**config.mk**
```make
export PLATFORM = sky130hd
export DESIGN_NAME = brl_unit
export DESIGN_NICKNAME = d
export VERILOG_FILES = /design/src/rtl/brl_pkg.sv /design/src/rtl/brl_crfile.sv /design/src/rtl/brl_scan.sv /design/src/rtl/brl_track.sv /design/src/rtl/brl_unit.sv
export SDC_FILE = /design/constraint.sdc
export NUM_CORES = 1
export LEC_CHECK = 0
export ABC_CLOCK_PERIOD_IN_PS = 5000
export BUFFER_PORTS_ARGS = -buffer_cell sky130_fd_sc_hd__buf_2
export CAP_MARGIN = 20
export CORE_ASPECT_RATIO = 1.4
export CORE_UTILIZATION = 54
export CTS_CLUSTER_SIZE = 8
export DETAILED_ROUTE_END_ITERATION = 12
export PLACE_DENSITY = 0.83
export SYNTH_ARGS = -nofsm -noshare
export SYNTH_HDL_FRONTEND = slang
export SYNTH_SLANG_ARGS = --single-unit
export TNS_END_PERCENT = 1
```
**constraint.sdc**
```tcl
create_clock -name clk -period 5 [get_ports clk]
set_input_delay 1.5 -clock clk [delete_from_list [all_inputs] [get_ports clk]]
set_output_delay 1.5 -clock clk [all_outputs]
set_load 0.01 [all_outputs]
```
**src/rtl/brl_pkg.sv**
```systemverilog
package brl_pkg;
  localparam int FLD_W = 4;

  typedef enum logic [1:0] {
    TST_NEG  = 2'd0,
    TST_POS  = 2'd1,
    TST_ZERO = 2'd2,
    TST_SO   = 2'd3
  } tst_e;

  typedef enum logic [1:0] {
    LA_IDLE = 2'd0,
    LA_REQ  = 2'd1,
    LA_WAIT = 2'd2
  } la_e;

  // Pick the flag a branch tests; field layout is neg,pos,zero,so from MSB.
  function automatic logic tst_bit(input logic [FLD_W-1:0] f, input logic [1:0] code);
    case (tst_e'(code))
      TST_NEG:  return f[3];
      TST_POS:  return f[2];
      TST_ZERO: return f[1];
      default:  return f[0];
    endcase
  endfunction
endpackage

```
**src/rtl/brl_crfile.sv**
```systemverilog
module brl_crfile import brl_pkg::*; #(
  parameter int NF = 8
) (
  input  logic                clk,
  input  logic                rst_n,
  input  logic [NF-1:0]       wr_en,
  input  logic [NF*FLD_W-1:0] wr_data,
  input  logic [NF-1:0]       claim,
  output logic [NF*FLD_W-1:0] cr,
  output logic [NF-1:0]       pend
);
  for (genvar i = 0; i < NF; i++) begin : g_fld
    always_ff @(posedge clk) begin
      if (!rst_n) begin
        cr[i*FLD_W +: FLD_W] <= '0;
        pend[i]              <= 1'b0;
      end else begin
        if (wr_en[i]) cr[i*FLD_W +: FLD_W] <= wr_data[i*FLD_W +: FLD_W];
        // a fresh claim outranks a write landing in the same cycle
        if (claim[i])      pend[i] <= 1'b1;
        else if (wr_en[i]) pend[i] <= 1'b0;
      end
    end
  end
endmodule

```
**src/rtl/brl_scan.sv**
```systemverilog
module brl_scan #(
  parameter int QD = 4,
  parameter int AW = 32,
  parameter int DW = 14
) (
  input  logic [QD-1:0]    q_vld,
  input  logic [QD-1:0]    q_br,
  input  logic [QD*DW-1:0] q_disp,
  input  logic [QD*AW-1:0] q_pc,
  output logic             hit,
  output logic [AW-1:0]    hit_pc,
  output logic [AW-1:0]    hit_tgt
);
  localparam int EXT = AW - DW - 2;

  logic [QD-1:0]   cand;
  logic [AW-1:0]   tgt [QD];

  for (genvar i = 0; i < QD; i++) begin : g_ent
    logic [DW-1:0] d;
    assign d       = q_disp[i*DW +: DW];
    assign cand[i] = q_vld[i] & q_br[i];
    assign tgt[i]  = q_pc[i*AW +: AW] + {{EXT{d[DW-1]}}, d, 2'b00};
  end

  // lowest index wins: walk from the tail so the head overrides
  always_comb begin
    hit     = 1'b0;
    hit_pc  = '0;
    hit_tgt = '0;
    for (int i = QD - 1; i >= 0; i--) begin
      if (cand[i]) begin
        hit     = 1'b1;
        hit_pc  = q_pc[i*AW +: AW];
        hit_tgt = tgt[i];
      end
    end
  end
endmodule

```
**src/rtl/brl_track.sv**
```systemverilog
module brl_track import brl_pkg::*; #(
  parameter int AW = 32
) (
  input  logic          clk,
  input  logic          rst_n,
  input  logic          hit,
  input  logic [AW-1:0] hit_pc,
  input  logic [AW-1:0] hit_tgt,
  input  logic          pf_ready,
  input  logic          done,
  output logic          pf_valid,
  output logic          armed,
  output logic [AW-1:0] la_pc,
  output logic [AW-1:0] la_tgt
);
  la_e st;

  always_ff @(posedge clk) begin
    if (!rst_n) begin
      st     <= LA_IDLE;
      la_pc  <= '0;
      la_tgt <= '0;
    end else begin
      case (st)
        LA_IDLE: if (hit) begin
          st     <= LA_REQ;
          la_pc  <= hit_pc;
          la_tgt <= hit_tgt;
        end
        LA_REQ:  if (pf_ready) st <= LA_WAIT;
        LA_WAIT: if (done)     st <= LA_IDLE;
        default: st <= LA_IDLE;
      endcase
    end
  end

  assign pf_valid = (st == LA_REQ);
  assign armed    = (st == LA_WAIT);
endmodule

```
**src/rtl/brl_unit.sv**
```systemverilog
module brl_unit import brl_pkg::*; #(
  parameter int QD = 4,
  parameter int AW = 32,
  parameter int DW = 14,
  parameter int NF = 8
) (
  input  logic                   clk,
  input  logic                   rst_n,
  input  logic [QD-1:0]          q_vld,
  input  logic [QD-1:0]          q_br,
  input  logic [QD-1:0]          q_lnk,
  input  logic [QD*$clog2(NF)-1:0] q_fld,
  input  logic [QD*2-1:0]        q_tst,
  input  logic [QD-1:0]          q_sense,
  input  logic [QD*DW-1:0]       q_disp,
  input  logic [QD*AW-1:0]       q_pc,
  input  logic [NF-1:0]          cr_wr_en,
  input  logic [NF*FLD_W-1:0]    cr_wr_data,
  input  logic [NF-1:0]          cr_claim,
  output logic                   pf_valid,
  input  logic                   pf_ready,
  output logic [AW-1:0]          pf_addr,
  output logic                   rs_valid,
  output logic                   rs_taken,
  output logic                   redirect_valid,
  output logic [AW-1:0]          redirect_pc,
  output logic [AW-1:0]          lr_out,
  output logic [NF*FLD_W-1:0]    cr_out
);
  localparam int FSW = $clog2(NF);

  logic [NF-1:0]   pend;
  logic            hit;
  logic [AW-1:0]   hit_pc, hit_tgt;
  logic            armed;
  logic [AW-1:0]   la_pc, la_tgt;

  brl_crfile #(.NF(NF)) u_cr (
    .clk(clk), .rst_n(rst_n), .wr_en(cr_wr_en), .wr_data(cr_wr_data),
    .claim(cr_claim), .cr(cr_out), .pend(pend)
  );

  brl_scan #(.QD(QD), .AW(AW), .DW(DW)) u_scan (
    .q_vld(q_vld), .q_br(q_br), .q_disp(q_disp), .q_pc(q_pc),
    .hit(hit), .hit_pc(hit_pc), .hit_tgt(hit_tgt)
  );

  brl_track #(.AW(AW)) u_trk (
    .clk(clk), .rst_n(rst_n), .hit(hit), .hit_pc(hit_pc), .hit_tgt(hit_tgt),
    .pf_ready(pf_ready), .done(rs_valid), .pf_valid(pf_valid), .armed(armed),
    .la_pc(la_pc), .la_tgt(la_tgt)
  );

  assign pf_addr = la_tgt;

  // head-of-queue resolution
  logic [FSW-1:0]   h_fld;
  logic [FLD_W-1:0] h_field;
  logic             h_match;

  assign h_fld    = q_fld[FSW-1:0];
  assign h_field  = cr_out[h_fld*FLD_W +: FLD_W];
  assign h_match  = armed && (la_pc == q_pc[AW-1:0]);
  assign rs_valid = q_vld[0] && q_br[0] && h_match && !pend[h_fld];
  assign rs_taken = rs_valid && (tst_bit(h_field, q_tst[1:0]) == q_sense[0]);

  assign redirect_valid = rs_taken;
  assign redirect_pc    = la_tgt;

  always_ff @(posedge clk) begin
    if (!rst_n)                   lr_out <= '0;
    else if (rs_taken && q_lnk[0]) lr_out <= q_pc[AW-1:0] + AW'(4);
  end

  // only the head's control bits steer resolution
  logic unused_tail;
  assign unused_tail = ^{q_lnk[QD-1:1], q_fld[QD*FSW-1:FSW], q_tst[QD*2-1:2], q_sense[QD-1:1]};
endmodule

```
==> reports/metrics.csv, run 1 <==
stage,metric,value,unit
detailed_routing,drt_wl_total,53.2,mm
yosys,postSynthAreaPerCell,7.84,µm²
clocking,cts_made_buffers,17,
place,placed_area,15900,µm²
clocking,postCtsSetupBuffers,0,
cells_and_area,syn2layout_area_growth,19.1,%
yosys,yosysSeqAreaShare,19.6,%
yosys,synth_ff_type,dfxtp_1,
cells_and_area,drive_gt1_share,23.4,%
worst_setup_path,worstSetupStartpointType,input pin,
detailed_routing,drtAntennaViolNets,0,
yosys,yosysTopAreaCell,dfxtp_1,
power,max-vdd-ir-drop,0.250,mV
sta,hold_viol,0,
worst_setup_path,path_class,input pin to primary output,
worst_setup_path,critPathBufInv,4,
place,dp_hpwl,42.2,mm
worst_setup_path,critical_path_arrival,3520,ps
cells_and_area,fin_util,65.3,%
worst_setup_path,max_stage_delay,580,ps
worst_setup_path,required,3500,ps
worst_setup_path,critPathTopFamily,multiplexers,
yosys,ys_top_cells_by_area,"dfxtp_1 20%, ha_1 11%, a21oi_1 5.4%",
detailed_routing,drt-initial-drc-count,1065,
hold_path,hp-class,flip-flop to flip-flop,
detailed_routing,wl_per_cell,22.0,µm
clocking,cts_root_buffer,clkbuf_16,
die,dieArea,26300,µm²
place,placedCellCount,2373,
clocking,cts_tree,built,
yosys,async_flop_share,0,%
global_route,grt_pass1_vias,14700,
yosys,synth_top_area_share,19.6,%
global_route,grt_use_total,39.8,%
sta,fmax,0.199,GHz
worst_setup_path,crit_chain,buf_6 > mux4_2 > mux2i_2 > nand4_1 > or4_4 > buf_4 > inv_1 > buf_2,
detailed_routing,dr.pass1.iters,7,
global_route,grt_max_degree,91,
global_route,grt_pass1_wl,79.2,mm
die,rows,69,
global_route,gr-max-usage-layer,met2,
status,outcome,"complete, but fails checks",
detailed_routing,dr_total_vias,15300,
global_route,gr-total-overflow,0,
clocking,clk_pin_slew,70,ps
sta,holdWs,458,ps
power,p_leak,7.85,nW
clocking,htree_levels,4,
die,start_util,54.8,%
yosys,postSynthCellCount,1770,
sta,fin_ws,-15.6,ps
die,dieWidth,137,µm
global_route,gr-usage-met1,44.3,%
cells_and_area,final_cells,2416,
cells_and_area,layout.nets,2465,
worst_setup_path,cp_max_fo,5,
yosys,synth_edf_count,0,
die,core_area,25300,µm²
yosys,ys_ff_latch,136,
yosys,synth_area,13900,µm²
detailed_routing,drcViolationCount,0,
clocking,cts.path.max_buffers,2,
status,violations,setup timing,
place,port_buffers,381,
sta,setup_viol_count_final,2,
sta,skew,11.8,ps
place,gp_congestion,1.03,
sta,finalCritPeriodShare,100,%
detailed_routing,via_per_inst,6.35,
global_route,antenna_found_initial,12,
yosys,synth_warnings,0,
job,maxCapViolCount,0,
sta,slew_viol_final,0,
cells_and_area,final_area,16500,µm²
yosys,synth_nets,2162,
global_route,use_met3,7.42,%
yosys,ys_types,71,
die,pin_count,403,
sta,worstMarginPinSlew,895,ps
clocking,clk_latency,430,ps
worst_setup_path,worst_setup_path_end_kind,primary output,
clocking,numClockSinks,136,
power,powerDensity,258,nW/µm²
worst_setup_path,crit_path_top_delay_cell,mux4_2,
sta,period_needed,5020,ps
sta,slew_headroom,40.3,%
die,die_h,192,µm
global_route,use_met2,67.3,%
==> routing by layer <==
| layer | wire (µm) | share of wire (%) | up-vias |
|---|---|---|---|
| li1 | - | - | 7238 |
| met1 | 19300 | 36 | 7073 |
| met2 | 25300 | 47 | 836 |
| met3 | 4940 | 9.3 | 185 |
| met4 | 3680 | 6.9 | 6 |
| met5 | 39 | 0.073 | - |
==> stage by stage <==
| stage | TNS, ps | setup WS (ps) | total power, W |
|---|---|---|---|
| 2_1_floorplan | 0 | 204 | 0.00238 |
| 3_3_place_gp | -5.71 | -5.71 | 0.00292 |
| 3_5_place_dp | -31.2 | -31.2 | 0.00295 |
| 4_1_cts | 0 | 44.1 | 0.00422 |
| 5_1_grt | -164 | -60.5 | 0.00447 |
| 6_report | -21.4 | -15.6 | 0.00426 |
==> worst reg2reg max path: cells and delay by family (launching register included) <==
family | cells | cell delay [ps]
AOI/OAI and AO/OA | 1 | 80
DFF | 1 | 350
muxes | 2 | 800
and+or+nand+nor | 6 | 1590
==> logic make-up (layout without fill, tap and decap cells) <==
logic type / after synthesis / in the layout / synth area share, %
compound gates: 616 / 616 / 30.9
simple gates: 512 / 512 / 17.6
buf+inv: 172 / 488 / 5.74
xor+xnor: 156 / 156 / 9.85
flops: 136 / 136 / 19.6
fa+ha+maj: 121 / 121 / 11.1
mux: 57 / 57 / 5.19
other cells: 0 / 11 / 0
==> power breakdown <==
group / switching, W / internal [W] / leakage, nW
Sequential: 0.0000938 / 0.00118 / 1.12
Combinational: 0.00100 / 0.000705 / 6.44
Clock: 0.000539 / 0.000745 / 0.294
Total: 0.00163 / 0.00263 / 7.85
==> layout make-up <==
| type | instances | area, µm² |
|---|---|---|
| sequential | 136 | 2720 |
| inverter | 32 | 120 |
| clock inverter | 15 | 163 |
| clock buffer | 17 | 425 |
| antenna | 11 | 27.5 |
| fill | 2197 | 8770 |
| timing repair buffer | 424 | 2270 |
| multi-input combinational | 1462 | 10400 |
| tap | 319 | 399 |
==> timing repair <==
action	CTS	global route
gates resized for setup	1	8
setup endpoints to repair	1	3
hold buffers	0	0
endpoints found under the hold margin	0	0
==> registers in the layout, indices dropped and copies added, names as in the netlist <==
signal	cells
lr_out	32
u_cr.cr	32
u_cr.pend	8
u_trk.la_pc	30
u_trk.la_tgt	32
u_trk.st	2
==> final timing paths <==
| path | startpoint | end | slack, ps | cells past startpoint |
|---|---|---|---|---|
| setup / recovery | q_fld[0] | rs_valid | -20 | 8 |
| setup reg to reg | u_cr.pend[3] | lr_out[23] | 2130 | 9 |
| hold / removal | lr_out[2] | lr_out[2] | 460 | 2 |
| hold reg to reg | lr_out[2] | lr_out[2] | 460 | 2 |
==> synth_stat cells (45+ instances only) <==
cell type    n
a221oi_1    45
nor2b_1     73
o21ai_0     99
a21oi_1    150
o211a_1     51
mux2i_1     45
nand2_1    147
dfxtp_1    136
xor2_1      75
clkbuf_1    95
ha_1       117
nor2_1     143
xnor2_1     81
==> layout by cell type, fill, tap and decap left out, types with 6 or more instances in the layout <==
cell type / instances
clkbuf_16: 17
buf_2: 378
o22ai_1: 7
o21a_1: 27
nand2b_1: 14
or3_1: 6
mux2i_1: 44
a211oi_1: 25
a21oi_1: 150
or2_2: 6
dfxtp_1: 136
o21ai_0: 99
xnor2_1: 81
buf_4: 42
ha_1: 117
o211a_1: 51
o31ai_1: 13
a221oi_1: 45
inv_1: 32
inv_6: 7
a21boi_0: 6
nand4_1: 24
o221ai_1: 14
nor2_1: 142
nor4_1: 10
nand3_1: 34
o211ai_1: 27
nand2_1: 145
o21bai_1: 10
o311ai_0: 35
nor3_1: 18
xor2_1: 75
nor2b_1: 73
mux4_2: 12
and3_1: 14
and2_1: 7
a21o_1: 43
diode_2: 11
a31oi_1: 17
(Power assumes the default switching activity.)
==> run 2: changes to the inputs <==
- CORE_ASPECT_RATIO: 1.4 -> not set
- CTS_BUF_LIST: not set -> sky130_fd_sc_hd__clkbuf_16
- TNS_END_PERCENT: 1 -> 20
==> reports/metrics.csv, run 2 (same netlist as run 1, synthesis figures left out) <==
stage,metric,value,unit,change
detailed_routing,dr.pass1.iters,5,,was 7
worst_setup_path,critPathBufInv,3,,was 4
power,fin_total_pwr,0.00427,W,was 0.00426 W
power,pwr-share-seq,29.7,%,was 29.9%
global_route,gr-total-overflow,0,,unchanged
power,combPwrFrac,39.9,%,was 40.0%
die,core_area,25200,µm²,was 25300 µm²
clocking,cts_hold_buf,0,,unchanged
power,powerDensity,259,nW/µm²,was 258 nW/µm²
worst_setup_path,worstReg2RegEnd,lr_out[12],,was lr_out[23]
worst_setup_path,critPathTopFamily,multiplexers,,unchanged
worst_setup_path,cp_max_fo,4,,was 5
sta,period_needed,4920,ps,was 5020 ps
detailed_routing,dr_total_vias,15300,,about the same
global_route,grt_pass1_vias,14300,,was 14700
sta,worstMarginPinSlew,1030,ps,was 895 ps
cells_and_area,final_cell_mix,"379 x buf_2, 150 x a21oi_1, 145 x nand2_1",,"was 378 x buf_2, 150 x a21oi_1, 145 x nand2_1"
detailed_routing,drtAntennaViolNets,0,,unchanged
power,switchingPower,0.00167,W,was 0.00163 W
worst_setup_path,required,3500,ps,about the same
power,p_int,0.00259,W,was 0.00263 W
sta,skew,11.8,ps,about the same
worst_setup_path,crit_chain,clkbuf_4 > buf_6 > mux4_2 > mux4_2 > mux2i_1 > xnor2_1 > nor2_2 > buf_2,,was buf_6 > mux4_2 > mux2i_2 > nand4_1 > or4_4 > buf_4 > inv_1 > buf_2
global_route,antenna_found_initial,3,,was 12
clocking,cts.path.max_buffers,2,,unchanged
die,rows,58,,was 69
sta,final.setup.tns,0,ps,was -21.4 ps
worst_setup_path,r2r_cells,11,,was 9
detailed_routing,wl_per_cell,21.6,µm,was 22.0 µm
clocking,clk_latency,430,ps,about the same
clocking,postCtsSetupBuffers,0,,unchanged
cells_and_area,layout.nets,2463,,was 2465
cells_and_area,final_area,16500,µm²,about the same
worst_setup_path,path_common_cell,mux4_2,,
sta,fmax,0.203,GHz,was 0.199 GHz
die,dieArea,26300,µm²,about the same
detailed_routing,drcViolationCount,0,,unchanged
place,port_buffers,381,,unchanged
sta,slew_viol_final,0,,unchanged
clocking,cts_made_buffers,17,,unchanged
worst_setup_path,r2r_start,u_trk.la_pc[3],,was u_cr.pend[3]
clocking,post_cts_resized,0,,was 1
place,dp_hpwl,41.3,mm,was 42.2 mm
global_route,grt_use_total,38.7,%,was 39.8%
place,placedCellCount,2382,,was 2373
worst_setup_path,max_stage_delay,520,ps,was 580 ps
power,p_leak,7.84,nW,was 7.85 nW
status,outcome,"complete, no violations",,"was complete, but fails checks"
power,swShare,39.2,%,was 38.3%
sta,grt_setup_unrepaired,no,,
worst_setup_path,crit_path_top_delay_cell,mux4_2,,unchanged
worst_setup_path,critical_path_arrival,3420,ps,was 3520 ps
power,max-vdd-ir-drop,0.229,mV,was 0.250 mV
die,start_util,55.1,%,was 54.8%
worst_setup_path,r2r_slack,2250,ps,was 2130 ps
die,pin_count,403,,unchanged
die,dieWidth,162,µm,was 137 µm
die,die_h,162,µm,was 192 µm
job,maxCapViolCount,0,,unchanged
worst_setup_path,crit_start,q_fld[0],,unchanged
worst_setup_path,worst_setup_path_end_kind,primary output,,unchanged
clocking,clk_pin_slew,70,ps,about the same
detailed_routing,drt_wl_total,52.2,mm,was 53.2 mm
detailed_routing,via_per_inst,6.34,,was 6.35
clocking,cts_root_buffer,clkbuf_16,,unchanged
clocking,cts_tree,built,,unchanged
detailed_routing,drt-initial-drc-count,1712,,was 1065
cells_and_area,layout_commonest_cell,buf_2,,unchanged
cells_and_area,reg_top3,"lr_out x32, u_cr.cr x32, u_trk.la_tgt x32",,unchanged
power,clockPowerShare,30.4,%,was 30.1%
worst_setup_path,critPathCapture,redirect_valid,,was rs_valid
cells_and_area,drive_gt1_share,23.3,%,was 23.4%
sta,setup_viol_count_final,0,,was 2
hold_path,hp-class,flip-flop to flip-flop,,unchanged
global_route,grt_max_degree,110,,was 91
clocking,numClockSinks,136,,unchanged
place,placed_area,15900,µm²,about the same
sta,slew_headroom,31.6,%,was 40.3%
sta,hold_viol,0,,unchanged
place,gp_congestion,0.948,,was 1.03
global_route,grt_pass1_wl,78.7,mm,was 79.2 mm
worst_setup_path,cp.depth,8,,unchanged
cells_and_area,syn2layout_area_growth,18.9,%,was 19.1%
cells_and_area,final_cells,2419,,was 2416
sta,finalCritPeriodShare,98.3,%,was 100%
worst_setup_path,worstSetupStartpointType,input pin,,unchanged
cells_and_area,fin_util,65.5,%,was 65.3%
clocking,htree_levels,4,,unchanged
worst_setup_path,path_class,input pin to primary output,,unchanged
-- run 2: cell count changes in the layout (fill, tap and decap cells not counted), sizes merged --
| cell | before | now |
|---|---|---|
| buf | 424 | 421 |
| bufinv | 2 | 1 |
| clkbuf | 17 | 18 |
| clkinv | 6 | 3 |
| clkinvlp | 0 | 2 |
| diode | 11 | 5 |
| inv | 39 | 41 |
-- run 2: worst min-delay path, delay by kind of cell (launching register included) --
family           cells  cell delay, ps
flip-flops           1             310
AND/OR/NAND/NOR      1              50
AO/OA/AOI/OAI        1              50
-- run 2: power groups by stage --
stage | Clock, W | Combinational (W) | Sequential [W]
floorplan | 0 | 0.00110 | 0.00128
global placement | 0 | 0.00163 | 0.00128
detailed placement | 0 | 0.00165 | 0.00129
CTS | 0.00130 | 0.00167 | 0.00126
global route | 0.00136 | 0.00184 | 0.00127
finish | 0.00130 | 0.00170 | 0.00127
-- run 2: layer usage --
layer,wire (µm),track usage [%],up-vias
met5,8,0,-
met4,2970,22.0,2
met3,4200,4.78,152
met2,23600,61.9,763
met1,21400,50.2,7195
li1,-,-,7230
-- run 2: final cells by class --
cell class	count	area [µm²]
diodes	5	12.5
clock buffers	17	425
clock inverters	15	175
fillers	2196	8680
inverters	32	120
multi-input cells	1462	10400
flip-flops and latches	136	2720
well taps	330	413
repair buffers	422	2240
-- run 2: stage by stage --
step                hold slack (ps)  worst slack, ps
floorplan                       479              204
global placement                444             71.0
detailed placement              457             63.4
CTS                             466             36.9
global route                    485             5.86
finish                          463             84.3
-- run 2: worst min-delay path by stage --
stage	start	end	slack (ps)	cells past startpoint
3_3_place_gp	lr_out[2]	lr_out[2]	440	2
6_report	lr_out[2]	lr_out[2]	460	2
5_1_grt	lr_out[2]	lr_out[2]	490	2
2_1_floorplan	lr_out[2]	lr_out[2]	480	2
4_1_cts	lr_out[2]	lr_out[2]	470	2
3_5_place_dp	lr_out[2]	lr_out[2]	460	2
